$ cat config.mk
export PLATFORM = sky130hd
export DESIGN_NAME = cfg_stream_parser
export DESIGN_NICKNAME = d
export VERILOG_FILES = /design/src/rtl/cfg_parse_pkg.sv /design/src/rtl/cfg_marker_match.sv /design/src/rtl/cfg_len_capture.sv /design/src/rtl/cfg_stream_parser.sv
export SDC_FILE = /design/constraint.sdc
export NUM_CORES = 1
export LEC_CHECK = 0
export BUFFER_PORTS_ARGS = -buffer_cell sky130_fd_sc_hd__buf_2
export CORE_ASPECT_RATIO = 1.4
export CORE_UTILIZATION = 51
export CTS_CLUSTER_SIZE = 14
export DETAILED_ROUTE_END_ITERATION = 16
export GPL_ROUTABILITY_DRIVEN = 0
export PLACE_DENSITY = 0.74
export SYNTH_ARGS = -nofsm -noshare
export SYNTH_HDL_FRONTEND = slang
export SYNTH_SLANG_ARGS = --single-unit
$ cat constraint.sdc
create_clock -name clk -period 3.2 [get_ports clk]
set_input_delay 0.64 -clock clk [delete_from_list [all_inputs] [get_ports clk]]
set_output_delay 0.64 -clock clk [all_outputs]
set_load 0.02 [all_outputs]
$ cat src/rtl/cfg_parse_pkg.sv
package cfg_parse_pkg;

    typedef enum logic [3:0] {
        ST_HUNT,
        ST_LEN,
        ST_HCHK,
        ST_START,
        ST_DATA,
        ST_FCHK,
        ST_EXT,
        ST_TAIL,
        ST_DONE,
        ST_FAULT
    } pst_e;

    localparam logic [7:0] BYTE_ONES   = 8'hFF;
    localparam logic [7:0] BYTE_SYNC   = 8'hF2;
    localparam logic [7:0] BYTE_CHECK  = 8'hD2;
    localparam logic [7:0] BYTE_OPEN   = 8'hFE;
    localparam int         LEN_BYTES   = 3;
    localparam int         EXT_BYTES   = 5;
    // position inside the write-extension run that carries the check value
    localparam int         EXT_CHK_POS = 1;

endpackage

$ cat src/rtl/cfg_marker_match.sv
module cfg_marker_match
    import cfg_parse_pkg::*;
#(
    parameter bit ALT_START = 1'b0,
    parameter int IDX_W     = 3
) (
    input  pst_e             state,
    input  logic [IDX_W-1:0] idx,
    input  logic [7:0]       byte_in,
    output logic             match
);

    logic [7:0] open_byte;
    logic [7:0] exp_byte;
    logic       checked;

    generate
        if (ALT_START) begin : g_open_ones
            assign open_byte = BYTE_ONES;
        end else begin : g_open_std
            assign open_byte = BYTE_OPEN;
        end
    endgenerate

    always_comb begin
        exp_byte = BYTE_ONES;
        checked  = 1'b1;
        unique case (state)
            ST_HCHK:  exp_byte = BYTE_CHECK;
            ST_FCHK:  exp_byte = BYTE_CHECK;
            ST_START: exp_byte = open_byte;
            ST_EXT:   exp_byte = (idx == IDX_W'(EXT_CHK_POS)) ? BYTE_CHECK : BYTE_ONES;
            ST_TAIL:  exp_byte = BYTE_ONES;
            default:  checked  = 1'b0;
        endcase
        match = !checked || (byte_in == exp_byte);
    end

endmodule

$ cat src/rtl/cfg_len_capture.sv
module cfg_len_capture #(
    parameter int LEN_W = 24
) (
    input  logic             clk,
    input  logic             rst_n,
    input  logic             clr,
    input  logic             shift,
    input  logic [7:0]       byte_in,
    output logic [LEN_W-1:0] len_out
);

    typedef struct packed {
        logic [LEN_W-1:0] len;
    } len_t;

    len_t d, q;

    always_comb begin
        d = q;
        if (clr) begin
            d.len = '0;
        end else if (shift) begin
            d.len = {q.len[LEN_W-9:0], byte_in};
        end
    end

    always_ff @(posedge clk or negedge rst_n) begin
        if (!rst_n) begin
            q <= '0;
        end else begin
            q <= d;
        end
    end

    assign len_out = q.len;

endmodule

$ cat src/rtl/cfg_stream_parser.sv
module cfg_stream_parser
    import cfg_parse_pkg::*;
#(
    parameter int FRAME_BYTES   = 16,
    parameter int NUM_FRAMES    = 8,
    parameter int STARTUP_BYTES = 7,
    parameter bit ALT_START     = 1'b0
) (
    input  logic        clk,
    input  logic        rst_n,
    input  logic        prog_n,
    input  logic        in_valid,
    input  logic [7:0]  in_byte,
    output logic        out_valid,
    output logic [7:0]  out_byte,
    output logic        out_last,
    output logic [23:0] len_count,
    output logic        done,
    output logic        err,
    output logic        init_n
);

    localparam int LEN_W   = 8 * LEN_BYTES;
    localparam int MAX_A   = (FRAME_BYTES > STARTUP_BYTES) ? FRAME_BYTES : STARTUP_BYTES;
    localparam int IDX_MAX = (MAX_A > EXT_BYTES) ? MAX_A : EXT_BYTES;
    localparam int IDX_W   = $clog2(IDX_MAX + 1);
    localparam int FRM_W   = $clog2(NUM_FRAMES + 1);

    localparam logic [IDX_W-1:0] LEN_LAST  = IDX_W'(LEN_BYTES - 1);
    localparam logic [IDX_W-1:0] DATA_LAST = IDX_W'(FRAME_BYTES - 1);
    localparam logic [IDX_W-1:0] EXT_LAST  = IDX_W'(EXT_BYTES - 1);
    localparam logic [IDX_W-1:0] TAIL_LAST = IDX_W'(STARTUP_BYTES - 1);
    localparam logic [FRM_W-1:0] FRM_LAST  = FRM_W'(NUM_FRAMES - 1);

    typedef struct packed {
        pst_e             st;
        logic [IDX_W-1:0] idx;
        logic [FRM_W-1:0] frm;
        logic [7:0]       ob;
        logic             ov;
        logic             ol;
        logic             err;
        logic             done;
    } ctl_t;

    ctl_t d, q;
    logic mk_match;
    logic len_clr;
    logic len_shift;

    cfg_marker_match #(
        .ALT_START(ALT_START),
        .IDX_W    (IDX_W)
    ) marker_i (
        .state  (q.st),
        .idx    (q.idx),
        .byte_in(in_byte),
        .match  (mk_match)
    );

    cfg_len_capture #(
        .LEN_W(LEN_W)
    ) len_i (
        .clk    (clk),
        .rst_n  (rst_n),
        .clr    (len_clr),
        .shift  (len_shift),
        .byte_in(in_byte),
        .len_out(len_count)
    );

    always_comb begin
        d         = q;
        d.ov      = 1'b0;
        d.ol      = 1'b0;
        len_clr   = 1'b0;
        len_shift = 1'b0;
        if (!prog_n) begin
            d.st    = ST_HUNT;
            d.idx   = '0;
            d.frm   = '0;
            d.ob    = '0;
            d.err   = 1'b0;
            d.done  = 1'b0;
            len_clr = 1'b1;
        end else if (in_valid) begin
            unique case (q.st)
                ST_HUNT: begin
                    if (in_byte == BYTE_SYNC) begin
                        d.st  = ST_LEN;
                        d.idx = '0;
                    end
                end
                ST_LEN: begin
                    len_shift = 1'b1;
                    if (q.idx == LEN_LAST) begin
                        d.st  = ST_HCHK;
                        d.idx = '0;
                    end else begin
                        d.idx = q.idx + 1'b1;
                    end
                end
                ST_HCHK: begin
                    if (mk_match) begin
                        d.st  = ST_START;
                        d.frm = '0;
                    end else begin
                        d.st  = ST_FAULT;
                        d.err = 1'b1;
                    end
                end
                ST_START: begin
                    if (mk_match) begin
                        d.st  = ST_DATA;
                        d.idx = '0;
                    end else begin
                        d.st  = ST_FAULT;
                        d.err = 1'b1;
                    end
                end
                ST_DATA: begin
                    d.ov = 1'b1;
                    d.ob = in_byte;
                    if (q.idx == DATA_LAST) begin
                        d.ol  = 1'b1;
                        d.st  = ST_FCHK;
                        d.idx = '0;
                    end else begin
                        d.idx = q.idx + 1'b1;
                    end
                end
                ST_FCHK: begin
                    if (mk_match) begin
                        d.st  = ST_EXT;
                        d.idx = '0;
                    end else begin
                        d.st  = ST_FAULT;
                        d.err = 1'b1;
                    end
                end
                ST_EXT: begin
                    if (!mk_match) begin
                        d.st  = ST_FAULT;
                        d.err = 1'b1;
                    end else if (q.idx == EXT_LAST) begin
                        d.idx = '0;
                        if (q.frm == FRM_LAST) begin
                            d.st = ST_TAIL;
                        end else begin
                            d.st  = ST_START;
                            d.frm = q.frm + 1'b1;
                        end
                    end else begin
                        d.idx = q.idx + 1'b1;
                    end
                end
                ST_TAIL: begin
                    if (!mk_match) begin
                        d.st  = ST_FAULT;
                        d.err = 1'b1;
                    end else if (q.idx == TAIL_LAST) begin
                        d.st   = ST_DONE;
                        d.done = 1'b1;
                    end else begin
                        d.idx = q.idx + 1'b1;
                    end
                end
                default: begin
                end
            endcase
        end
    end

    always_ff @(posedge clk or negedge rst_n) begin
        if (!rst_n) begin
            q <= '{st: ST_HUNT, idx: '0, frm: '0, ob: '0,
                   ov: 1'b0, ol: 1'b0, err: 1'b0, done: 1'b0};
        end else begin
            q <= d;
        end
    end

    assign out_valid = q.ov;
    assign out_byte  = q.ob;
    assign out_last  = q.ol;
    assign done      = q.done;
    assign err       = q.err;
    assign init_n    = ~q.err;

endmodule

# Word-level counts from Yosys, hierarchy flattened
# Index checks and enable logic that the tools add are counted.
word_totals:
  elab_cells: 105
  ff_bits: 49
  output_inout_bits: 37
  in_bits: 12
classes:
  eq_ne: 38
  mux: 43
  n_bitwise: 1
  reduce_logical: 12
  addsub: 2
ops:
  columns: ["operator", "count"]
  rows:
  - ["$mux 24", 2]
  - ["$mux 4", 12]
  - ["$pmux 4 s8", 1]
  - ["$mux 5", 6]
  - ["$pmux 5 s6", 1]
  - ["$ne 3x3->1 const B", 9]
  - ["$mux 25", 1]
  - ["$pmux 8 s3", 1]
  - ["$mux 21", 1]
  - ["$eq 4x3->1 const B", 5]
  - ["$mux 9", 2]
  - ["$reduce_and 7->1", 2]
  - ["$ne 2x1->1 const B", 6]
  - ["$eq 5x3->1 const B", 2]
  - ["$mux 1", 10]
  - ["$mux 10", 1]
  - ["$ne 9x1->1 const B", 1]
  - ["$eq 4x2->1 const B", 2]
  - ["$eq 8x8->1", 1]
  - ["$eq 8x8->1 const B", 1]
  - ["$ne 4x4->1 const B", 2]
  - ["$pmux 4 s2", 1]
  - ["$ne 7x2->1 const B", 1]
  - ["$mux 6", 1]
  - ["21 further kinds", 24]

# Logic depth before layout (Yosys ltp)
# Gate-level depths: netlist (run 1).
logic_depth:
  word_depth: 9
  depth_mapped: 10
  depth_no_buf: 10

# Hierarchy
# From an unflattened synthesis (run 1), not the netlist that was laid out.
unflattened:
  hier_cells: 256
  area_unflattened_um2: 2661.3
by_module_without_submodules:
  columns: ["mod", "seq_area_each_um2", "instances", "cells_per_inst", "area_per_inst_um2"]
  rows:
  - ["cfg_stream_parser", 625.6, 1, 160, 1544.0]
  - ["cfg_len_capture", 600.6, 1, 77, 989.7]
  - ["cfg_marker_match", 0.0, 1, 19, 127.6]

# Worst setup path before layout (run 1)
# OpenSTA, ideal clock, no wires.
synth_path:
  path_type: "input port to flip-flop"
  startpoint: "input port in_byte[0]"
  endpoint: "register q[20] (netlist bit)"
  setup_ns: 0.128
  path_stages: 6
  arrival_ns: 2.122
  path_slack_ns: 0.950
  n_path_buf: 0
  required_ns: 3.072
  path_cell_list: "or2_2 > mux2_2 > mux2i_1 > and3_1 > o22a_2 > mux2_1"
synth_via:
  elab_chain_cells: 4
  word_cells_on_any_way: 8
  cone_classes: "eq/ne (6); reduce/logical (2)"
synth_rtl:
  columns: ["item", "line", "source"]
  rows:
  - ["start: declaration", "cfg_stream_parser.sv:13", "input logic [7:0] in_byte,"]
  - ["$eq 8x8->1", "cfg_marker_match.sv:36", "match = !checked || (byte_in == exp_byte);"]
  - ["$logic_or 1x1->1", "cfg_marker_match.sv:36", null]
  - ["$ne 3x3->1 (no line) / $ne 3x2->1 (equally long branches)", null, null]
  - ["$reduce_and 7->1 (no line) (*)", null, null]
  - ["end signal: assignment", "cfg_stream_parser.sv:176", "q <= '{st: ST_HUNT, idx: '0, frm: '0, ob: '0,"]
  - ["end: declaration", "cfg_stream_parser.sv:46", "ctl_t d, q;"]
# Every way passes the cells marked *; elsewhere a longest branch is shown, timed or not.
# A chain may end at the register's enable or synchronous reset.

# Final worst setup path (run 1)
layout_path:
  startpoint: "register q[24] (netlist bit)"
  endpoint: "register q[20] (netlist bit)"
layout_via:
  elab_chain_cells: 7
  word_cells_on_any_way: 26
  cone_classes: "eq/ne (14); mux (5); reduce/logical (7)"
layout_rtl:
  columns: ["item", "line", "source"]
  rows:
  - ["$eq 4x2->1 (tied with other cells)", "cfg_marker_match.sv:28", "unique case (state)"]
  - ["$reduce_or 2->1 (no line) / $reduce_or 5->1 (equally long branches)", null, null]
  - ["$pmux 8 s3 / $mux 1 (equally long branches)", "cfg_marker_match.sv:28", null]
  - ["$eq 8x8->1 / $logic_not 1->1 (equally long branches)", "cfg_marker_match.sv:36", null]
  - ["$logic_or 1x1->1", "cfg_marker_match.sv:36", null]
  - ["$ne 3x3->1 (no line) / $ne 3x2->1 (equally long branches)", null, null]
  - ["$reduce_and 7->1 (no line)", null, null]
# Parallel ways exist; a longest one is shown, timed or not. The select of a mux whose other input is x is not followed.

==> out/results.ini, run 1 <==
[outcome]
run_status = complete, no violations

[grt]
grt_max_degree = 50
grt_usage = 0.231
grt_pass1_vias = 2063
antenna_found_initial = 0
overflow = 0
grt_pass1_wl_mm = 9.83

[clocking]
ctsLongestPathBuffers = 2
path_clk_slew_ns = 0.10
cts_tree = yes
cts_sinks = 49
cts_buffers = 5
cts-resized-gates = 0
htree_levels = 2
cts_root_buf = clkbuf_8
hold_buffers = 0
clock_latency_ns = 0.31
post_cts_buffers = 0

[yosys]
ys_seq_area_frac = 0.469
synth_edf_count = 0
avgSynthCellArea_um2 = 10.5
ys_types = 61
syn-num-nets = 269
netlist_instances = 250
synth-main-ff-cell = dfrtp_1
syn_area_mm2 = 0.00261
ys_async_sr_fraction = 1.00
ys_ff_latch = 49
yosys_warnings = 0

[sta]
worst_slew_pin_slew_ns = 1.15
max_freq_ghz = 0.401
finalCritPeriodShare = 0.778
fin_tns_setup_ns = 0
final_max_slew_viol_count = 0
finalHoldViolations = 0
slew_headroom = 0.232
min_period_ns = 2.49
final-setup-viol-count = 0
rsz0062_at_grt = no
clock_skew_ns = 0.00937

[worst_hold_path]
min_path_cells = 1
hold_start = q[15]
hold_class = register to register
hold_end = q[15]

[power]
sw_frac_of_total = 0.366
p_leak_uw = 0.00146
clkPwrFrac = 0.242
p_per_area_mw_per_mm2 = 538
ir_drop_uv = 296
p_comb_frac = 0.310
internal_power_uw = 1010
seqPwrFrac = 0.448
switching_power_uw = 582

[critical_path]
endpoint_kind = register
critical_path_cell_count = 6
max_stage_delay_ns = 0.66
crit_type = register to register
worstPathCellList = and4bb_4 > a211oi_2 > mux2i_1 > and3_1 > o22a_2 > mux2_1
crit_path_max_fanout = 14
r2r-start = q[24]
reg2reg_slack_ns = 0.71
crit_path_top_delay_cell = dfrtp_1
crit_required_ns = 3.40
critPathLaunchType = register
critPathBufInv = 0
reg2reg_to = q[20]
critical_path_arrival_ns = 2.69
r2r_cells = 6
cpLargestDelayFamily = flip-flops

[floorplanning]
die_w_um = 62.5
die_area_mm2 = 0.00542
num_rows = 30
start_util = 0.535
die_y_um = 86.7
io_pins = 49
core_mm2 = 0.00488

[routing]
drc = 0
vias = 2166
ant_nets = 0
drtIter0Drc = 129
avgViaCountPerCell = 6.12
post_drt_wl_per_cell_um = 16.8
routed_wl_mm = 5.94
drt_pre_antenna_iters = 4

[layout]
syn2layout_area_growth_pct = 13.2
num_antenna_cells = 0
drive_gt1_frac = 0.259
final_cell_mix = dfrtp_1 (49), buf_2 (48), a22o_1 (33)
layout_commonest_cell = dfrtp_1
utilization = 0.606
nNetsFinal = 308

[placement]
portBuffers = 48
dp_hpwl_mm = 4.34

[job]
cap_violations = 0

## logic make-up after synthesis
kind of cell,share of synthesized area
AO/OA/AOI/OAI,0.237
AND/OR/NAND/NOR,0.160
flip-flops,0.469
buffers and inverters,0.0618
multiplexers,0.0321
adder cells (fa/ha/maj),0.0335
XOR/XNOR,0.00671
## synthesized netlist by cell type (all sizes together) (2+ instances only)
| cell | count | area, µm² |
|---|---|---|
| dfrtp | 49 | 1230 |
| a22o | 33 | 289 |
| nand2 | 19 | 71.3 |
| buf | 14 | 93.8 |
| inv | 11 | 41.3 |
| nor2 | 11 | 41.3 |
| nand3 | 9 | 45.0 |
| o21ai | 9 | 45.0 |
| clkbuf | 7 | 26.3 |
| ha | 7 | 87.6 |
| nand2b | 6 | 37.5 |
| nor3 | 6 | 30.0 |
| a21oi | 5 | 25.0 |
| mux2i | 5 | 50.1 |
| a21o | 4 | 30.0 |
| mux2 | 3 | 33.8 |
| a211oi | 2 | 20.0 |
| a21boi | 2 | 15.0 |
| a31o | 2 | 17.5 |
| and3 | 2 | 12.5 |
| and3b | 2 | 17.5 |
| and4bb | 2 | 28.8 |
| nand4 | 2 | 12.5 |
| nor4 | 2 | 12.5 |
| o21bai | 2 | 15.0 |
| o22ai | 2 | 12.5 |
| o31a | 2 | 17.5 |
| or2 | 2 | 12.5 |
| or3 | 2 | 12.5 |
| xnor2 | 2 | 17.5 |
## sequential cells by signal, summed over array words and instances, names as in the netlist
| register | flops |
|---|---|
| out_byte | 8 |
| q | 13 |
| out_last | 1 |
| len_i.len_out | 24 |
| done | 1 |
| err | 1 |
| out_valid | 1 |
## worst max-delay path by stage
stage                     from  endpoint  slack (ns)
CTS                      q[24]     q[20]        0.73
global placement    in_byte[0]     q[20]        0.71
finish                   q[24]     q[20]        0.71
global route             q[16]     q[18]        0.47
floorplan           in_byte[0]     q[20]        0.95
detailed placement  in_byte[0]     q[20]        0.67
## power by group through the flow
stage,combinational [µW],sequential [µW],clock [µW]
3_3_place_gp,483,724,0
6_report,493,713,385
3_5_place_dp,486,725,0
5_1_grt,543,718,417
2_1_floorplan,344,731,0
4_1_cts,489,713,395
## through the flow
step | total power [µW] | hold WS [ns] | cell area (µm²) | cells | setup slack, ns
after detailed placement | 1210 | 0.479 | 2860 | 346 | 0.666
after CTS | 1600 | 0.493 | 2960 | 354 | 0.729
after floorplan | 1070 | 0.344 | 2610 | 250 | 0.950
after global routing | 1680 | 0.524 | 2960 | 354 | 0.473
final | 1590 | 0.493 | 2960 | 354 | 0.709
after global placement | 1210 | 0.470 | 2860 | 346 | 0.714
## per-layer routing
layer / vias to the layer above / global-route usage / share of wire
met2: 77 / 0.396 / 0.50
met5: - / 0 / 0
li1: 1001 / - / -
met1: 1070 / 0.280 / 0.41
met4: 0 / 0.112 / 0.038
met3: 18 / 0.0408 / 0.056
## area by class of cell
class | instances | area, µm²
fill | 423 | 1920
sequential | 49 | 1230
clock buffer | 5 | 68.8
tap | 64 | 80.1
multi-input combinational | 169 | 1240
clock inverter | 3 | 26.3
timing repair buffer | 53 | 278
inverter | 11 | 41.3
(Power assumes the default switching activity.)
==> inputs of run 2 (changes only) <==
--- a/config.mk
+++ b/config.mk
@@ -7,11 +7,11 @@
 export LEC_CHECK = 0
 export BUFFER_PORTS_ARGS = -buffer_cell sky130_fd_sc_hd__buf_2
 export CORE_ASPECT_RATIO = 1.4
-export CORE_UTILIZATION = 51
+export CORE_UTILIZATION = 50
 export CTS_CLUSTER_SIZE = 14
 export DETAILED_ROUTE_END_ITERATION = 16
 export GPL_ROUTABILITY_DRIVEN = 0
-export PLACE_DENSITY = 0.74
+export PLACE_DENSITY = 0.76
 export SYNTH_ARGS = -nofsm -noshare
 export SYNTH_HDL_FRONTEND = slang
 export SYNTH_SLANG_ARGS = --single-unit
==> constraint.sdc (replaced) <==
create_clock -name clk -period 2.28 [get_ports clk]
set_input_delay 0.456 -clock clk [delete_from_list [all_inputs] [get_ports clk]]
set_output_delay 0.456 -clock clk [all_outputs]
set_load 0.02 [all_outputs]
==> run 2 against run 1 <==
Against the previous run: fmax grew 9.5%; sequential power is 38% higher; routed wire length grew 11%; worst hold slack got worse by 0.36 ns; first-iteration DRC count is 62% higher; non-clock buffer count rose by 23; critical path depth up 3; total power up 51%; utilization grew 4.3 points; clock power rose by 40%.
==> out/results.ini, run 2 (synthesized netlist as in run 1, its figures left out) <==
[power]
p_leak_uw = 0.00158  ; +8.1%
sw_frac_of_total = 0.361  ; -0.00470
p_comb_frac = 0.364  ; +0.054
p_per_area_mw_per_mm2 = 751  ; +40%
internal_power_uw = 1530  ; +52%
switching_power_uw = 866  ; +49%
ir_drop_uv = 333  ; +13%
clkPwrFrac = 0.225  ; -0.017
power_uw = 2400  ; +51%
seqPwrFrac = 0.411  ; -0.037

[layout]
largest_reg_flops = 24  ; unchanged
layout_commonest_cell = dfrtp_1
drive_gt1_frac = 0.342  ; +0.0832
utilization = 0.649  ; +0.0430
final_cell_mix = dfrtp_1 (49), buf_2 (48), a22o_1 (33)
syn2layout_area_growth_pct = 22.2
nNetsFinal = 331  ; +7.5%
design_area_mm2 = 0.00319  ; +7.9%
layoutNonFillerInstCount = 377  ; +6.5%
num_antenna_cells = 0  ; unchanged

[critical_path]
r2r_cells = 9  ; +3
critPathLaunchType = register
reg2reg_slack_ns = 0.006  ; -0.70 ns
crit_path_top_delay_cell = dfrtp_1
r2r-start = q[16]
critical_path_arrival_ns = 2.48  ; -0.21 ns
cp_common_cell = buf_4
reg2reg_to = q[24]
worstPathCellList = ha_2 > and4bb_4 > a211oi_4 > mux2i_2 > a311oi_2 > buf_4 > buf_4 > o21bai_1 > a22o_1
max_stage_delay_ns = 0.43  ; -0.23 ns
crit_required_ns = 2.48  ; -0.92 ns
critPathBufInv = 2  ; +2
endpoint_kind = register
cpLargestDelayFamily = compound AO/OA/AOI/OAI gates
crit_type = register to register
crit_path_max_fanout = 5  ; -9

[placement]
placed_cells = 364  ; +5.2%
place_area_mm2 = 0.00300  ; +4.7%
portBuffers = 48  ; unchanged
dp_hpwl_mm = 4.74  ; +9.2%

[floorplanning]
io_pins = 49  ; unchanged
die_w_um = 63.1  ; +0.96%
start_util = 0.531  ; -0.00409
die_area_mm2 = 0.00552  ; +1.9%
die_y_um = 87.5  ; +0.97%
core_mm2 = 0.00492  ; +0.77%
num_rows = 30  ; unchanged

[sta]
finalCritPeriodShare = 0.997  ; +0.219
final_max_slew_viol_count = 0  ; unchanged
max_freq_ghz = 0.440  ; +9.5%
clock_skew_ns = 0.0113  ; +0.00195 ns
final-setup-viol-count = 0  ; unchanged
finalHoldViolations = 0  ; unchanged
rsz0062_at_grt = yes
min_period_ns = 2.27  ; -0.217 ns
slew_headroom = 0.227  ; -0.00536
worst_slew_pin_slew_ns = 1.16  ; +0.00802 ns
hold_ws_ns = 0.133  ; -0.360 ns

[clocking]
clock_latency_ns = 0.31  ; about the same
cts_buffers = 5  ; unchanged
cts_sinks = 49  ; unchanged
cts_tree = yes
path_clk_slew_ns = 0.10  ; about the same
cts_root_buf = clkbuf_8
hold_buffers = 0  ; unchanged
ctsLongestPathBuffers = 2  ; unchanged
htree_levels = 2  ; unchanged

[grt]
grt_usage = 0.244  ; +0.0133
overflow = 0  ; unchanged
grt_use_met2 = 0.423  ; +0.0270
use_met1 = 0.300  ; +0.0191
grt_pass1_wl_mm = 10.4  ; +5.5%
grt_pass1_vias = 2153  ; +4.4%
antenna_found_initial = 0  ; unchanged
grtUsageMet3 = 0.0301  ; -0.0107
gr-max-usage-layer = met2
grt_max_degree = 28  ; -44%

[routing]
avgViaCountPerCell = 6.02  ; -1.5%
vias = 2271  ; +4.8%
routed_wl_mm = 6.58  ; +11%
drt_pre_antenna_iters = 4  ; unchanged
ant_nets = 0  ; unchanged
drc = 0  ; unchanged
drtIter0Drc = 209  ; +62%
post_drt_wl_per_cell_um = 17.5  ; +4.1%

[outcome]
run_status = complete, no violations

[job]
cap_violations = 0  ; unchanged

[worst_hold_path]
hold_class = primary input to async pin

[run 2: worst max-delay path by stage]
stage,startpoint,to,depth (start not counted)
floorplan,q[17],q[20],8
global placement,q[17],q[20],8
detailed placement,q[17],q[20],8
CTS,q[17],q[20],8
global route,q[16],q[24],9
finish,q[16],q[24],9
[run 2: what timing repair did]
item                       in CTS  in global routing
pin swaps                       1                  6
buffers inserted                2                  3
gates resized for setup         2                 12
setup endpoints to repair       7                 11
[run 2: power by group through the flow]
stage | Combinational [µW] | Clock [µW] | Sequential (µW)
5_1_grt | 932 | 583 | 993
3_5_place_dp | 785 | 0 | 1000
4_1_cts | 807 | 552 | 983
2_1_floorplan | 483 | 0 | 1030
6_report | 873 | 538 | 986
3_3_place_gp | 784 | 0 | 1000
[run 2: final cells by class]
class,instances,area (µm²)
clock buffer,5,68.8
tap,64,80.1
clock inverter,3,26.3
fill,389,1730
sequential,49,1230
multi-input combinational,169,1290
timing repair buffer,76,454
inverter,11,41.3
[run 2: worst register-to-register path: cells and delay by family, from the launching register on]
family | cells | cell delay (ns)
simple gates | 1 | 0.22
compound gates | 4 | 0.68
mux | 1 | 0.31
fa+ha+maj | 1 | 0.22
buf+inv | 2 | 0.31
flops | 1 | 0.43
[run 2: per-layer routing]
| layer | share of wire | routed length [µm] |
|---|---|---|
| met2 | 0.52 | 3450 |
| met4 | 0.029 | 189 |
| met5 | 0 | 0 |
| met3 | 0.043 | 281 |
| met1 | 0.40 | 2660 |
[run 2: per-stage QoR]
step / setup slack [ns] / setup TNS, ns
after floorplan: 0.0879 / 0
after global placement: 0.0401 / 0
after detailed placement: -0.0567 / -0.150
after CTS: 0.0167 / 0
after global routing: -0.103 / -0.578
final: 0.00605 / 0
==> inputs of run 3 (changes only) <==
--- a/config.mk
+++ b/config.mk
@@ -6,12 +6,14 @@
 export NUM_CORES = 1
 export LEC_CHECK = 0
 export BUFFER_PORTS_ARGS = -buffer_cell sky130_fd_sc_hd__buf_2
+export CELL_PAD_IN_SITES_DETAIL_PLACEMENT = 1
+export CELL_PAD_IN_SITES_GLOBAL_PLACEMENT = 2
 export CORE_ASPECT_RATIO = 1.4
-export CORE_UTILIZATION = 50
+export CORE_UTILIZATION = 32
 export CTS_CLUSTER_SIZE = 14
 export DETAILED_ROUTE_END_ITERATION = 16
 export GPL_ROUTABILITY_DRIVEN = 0
-export PLACE_DENSITY = 0.76
+export PLACE_DENSITY_LB_ADDON = 0.1
 export SYNTH_ARGS = -nofsm -noshare
 export SYNTH_HDL_FRONTEND = slang
 export SYNTH_SLANG_ARGS = --single-unit
==> run 3 against run 2 <==
Against the previous run: register-to-register slack better by 0.04 ns; sequential cell count stayed put; die area increased by 55%; largest power group unchanged.
==> out/results.ini, run 3 (synthesized netlist as in run 1, its figures left out) <==
[critical_path]
crit_type = register to register
crit_required_ns = 2.50  ; +0.02 ns
endpoint_kind = register
crit_path_max_fanout = 3  ; -2
worstPathCellList = inv_2 > ha_2 > and4bb_4 > a211oi_4 > mux2i_4 > and3_4 > o22a_4 > mux2_4
critical_path_arrival_ns = 2.45  ; -0.03 ns
max_stage_delay_ns = 0.40  ; -0.03 ns
crit_path_top_delay_cell = dfrtp_1
critPathLaunchType = register

[routing]
drt_pre_antenna_iters = 4  ; unchanged
drc = 0  ; unchanged
drtIter0Drc = 75  ; -64%
post_drt_wl_per_cell_um = 19.0  ; +8.6%
ant_nets = 0  ; unchanged
avgViaCountPerCell = 5.44  ; -9.6%
vias = 2254  ; -0.75%
routed_wl_mm = 7.85  ; +19%

[sta]
finalCritPeriodShare = 0.981  ; -0.0166
clock_skew_ns = 0.00567  ; -0.00564 ns
final-setup-viol-count = 0  ; unchanged
worst_slew_pin_slew_ns = 0.567  ; -0.589 ns
min_period_ns = 2.24  ; -0.0378 ns
slew_headroom = 0.622  ; +0.395
max_freq_ghz = 0.447  ; +1.7%
finalHoldViolations = 0  ; unchanged
rsz0062_at_grt = yes
final_max_slew_viol_count = 0  ; unchanged

[layout]
largest_reg_flops = 24  ; unchanged
utilization = 0.422  ; -0.227
syn2layout_area_growth_pct = 26.7
nNetsFinal = 332  ; +0.30%
design_area_mm2 = 0.00331  ; +3.7%
layout_commonest_cell = dfrtp_1
drive_gt1_frac = 0.354  ; +0.0117
num_antenna_cells = 0  ; unchanged
final_cell_mix = dfrtp_1 (49), buf_2 (48), a22o_1 (33)

[floorplanning]
core_mm2 = 0.00785  ; +60%
die_y_um = 109  ; +24%
num_rows = 38  ; +27%
die_area_mm2 = 0.00853  ; +55%
start_util = 0.333  ; -0.198
io_pins = 49  ; unchanged
die_w_um = 78.4  ; +24%

[grt]
grt_pass1_wl_mm = 12.6  ; +22%
grt_use_met2 = 0.370  ; -0.0536
grt_max_degree = 29  ; +3.6%
antenna_found_initial = 0  ; unchanged
gr-max-usage-layer = met2
grtUsageMet3 = 0.0326  ; +0.00253
grt_usage = 0.197  ; -0.0475
overflow = 0  ; unchanged
use_met1 = 0.219  ; -0.0809
grt_pass1_vias = 2360  ; +9.6%

[placement]
portBuffers = 48  ; unchanged
place_area_mm2 = 0.00309  ; +3.1%
dp_hpwl_mm = 5.80  ; +22%

[clocking]
ctsLongestPathBuffers = 2  ; unchanged
cts_tree = yes
cts_buffers = 5  ; unchanged
cts_root_buf = clkbuf_8
clock_latency_ns = 0.32  ; about the same
htree_levels = 2  ; unchanged
hold_buffers = 0  ; unchanged
path_clk_slew_ns = 0.11  ; about the same
cts_sinks = 49  ; unchanged

[power]
p_leak_uw = 0.00160  ; +1.6%
sw_frac_of_total = 0.378  ; +0.0172
switching_power_uw = 934  ; +7.9%
p_comb_frac = 0.365  ; about the same
p_per_area_mw_per_mm2 = 746  ; -0.72%
seqPwrFrac = 0.402  ; -0.009
internal_power_uw = 1530  ; +0.17%
clkPwrFrac = 0.232  ; +0.007
ir_drop_uv = 293  ; -12%

[outcome]
run_status = complete, no violations

[worst_hold_path]
hold_class = primary input to async pin

[job]
cap_violations = 0  ; unchanged

[run 3: what timing repair did]
action,CTS,global route
pin swaps,0,10
setup buffers,0,3
gates cloned,0,0
setup endpoints to repair,7,14
gates resized for setup,3,19
[run 3: final timing paths]
kind,startpoint,end,slack (ns),cells after the start
setup / recovery,q[17],q[20],0.04,8
hold / removal,rst_n,out_last,0.12,1
setup reg to reg,q[17],q[20],0.04,8
hold reg to reg,q[15],q[15],0.50,1
max in group asynchronous,rst_n,q[22],1.62,2
min in group clk,in_byte[1],out_byte[1],0.40,2
[run 3: critical path, delay by kind of cell (launching register included)]
| kind | cells | cell delay (ns) |
|---|---|---|
| buf+inv | 1 | 0.05 |
| compound gates | 2 | 0.41 |
| fa+ha+maj | 1 | 0.16 |
| flops | 1 | 0.40 |
| simple gates | 2 | 0.46 |
| mux | 2 | 0.63 |
[run 3: power by group through the flow]
| stage | registers (µW) | logic (µW) | clock network, µW |
|---|---|---|---|
| 2_1_floorplan | 1030 | 483 | 0 |
| 3_3_place_gp | 1010 | 807 | 0 |
| 3_5_place_dp | 1020 | 805 | 0 |
| 4_1_cts | 998 | 823 | 586 |
| 5_1_grt | 1000 | 974 | 615 |
| 6_report | 993 | 902 | 574 |
[run 3: cell type report]
| type | count | area (µm²) |
|---|---|---|
| clock buffers | 5 | 68.8 |
| clock inverters | 3 | 26.3 |
| fillers | 903 | 4540 |
| inverters | 11 | 41.3 |
| multi-input cells | 169 | 1330 |
| flip-flops and latches | 49 | 1230 |
| well taps | 100 | 125 |
| repair buffers | 77 | 494 |
[run 3: layer usage]
metal / routed length [µm] / share of wire
met3: 229 / 0.029
met1: 3200 / 0.41
met5: 0 / 0
met4: 161 / 0.021
met2: 4260 / 0.54
[run 3: through the flow]
stage	std cells	TNS [ns]	hold WS, ns	setup WS [ns]	power, µW
floorplan	250	0	0.160	0.0879	1510
global placement	403	-0.00276	0.468	-0.00276	1820
detailed placement	403	-0.0593	0.482	-0.0481	1820
CTS	411	-0.0326	0.131	-0.0179	2410
global route	414	-0.0905	0.163	-0.0308	2590
finish	414	0	0.116	0.0438	2470
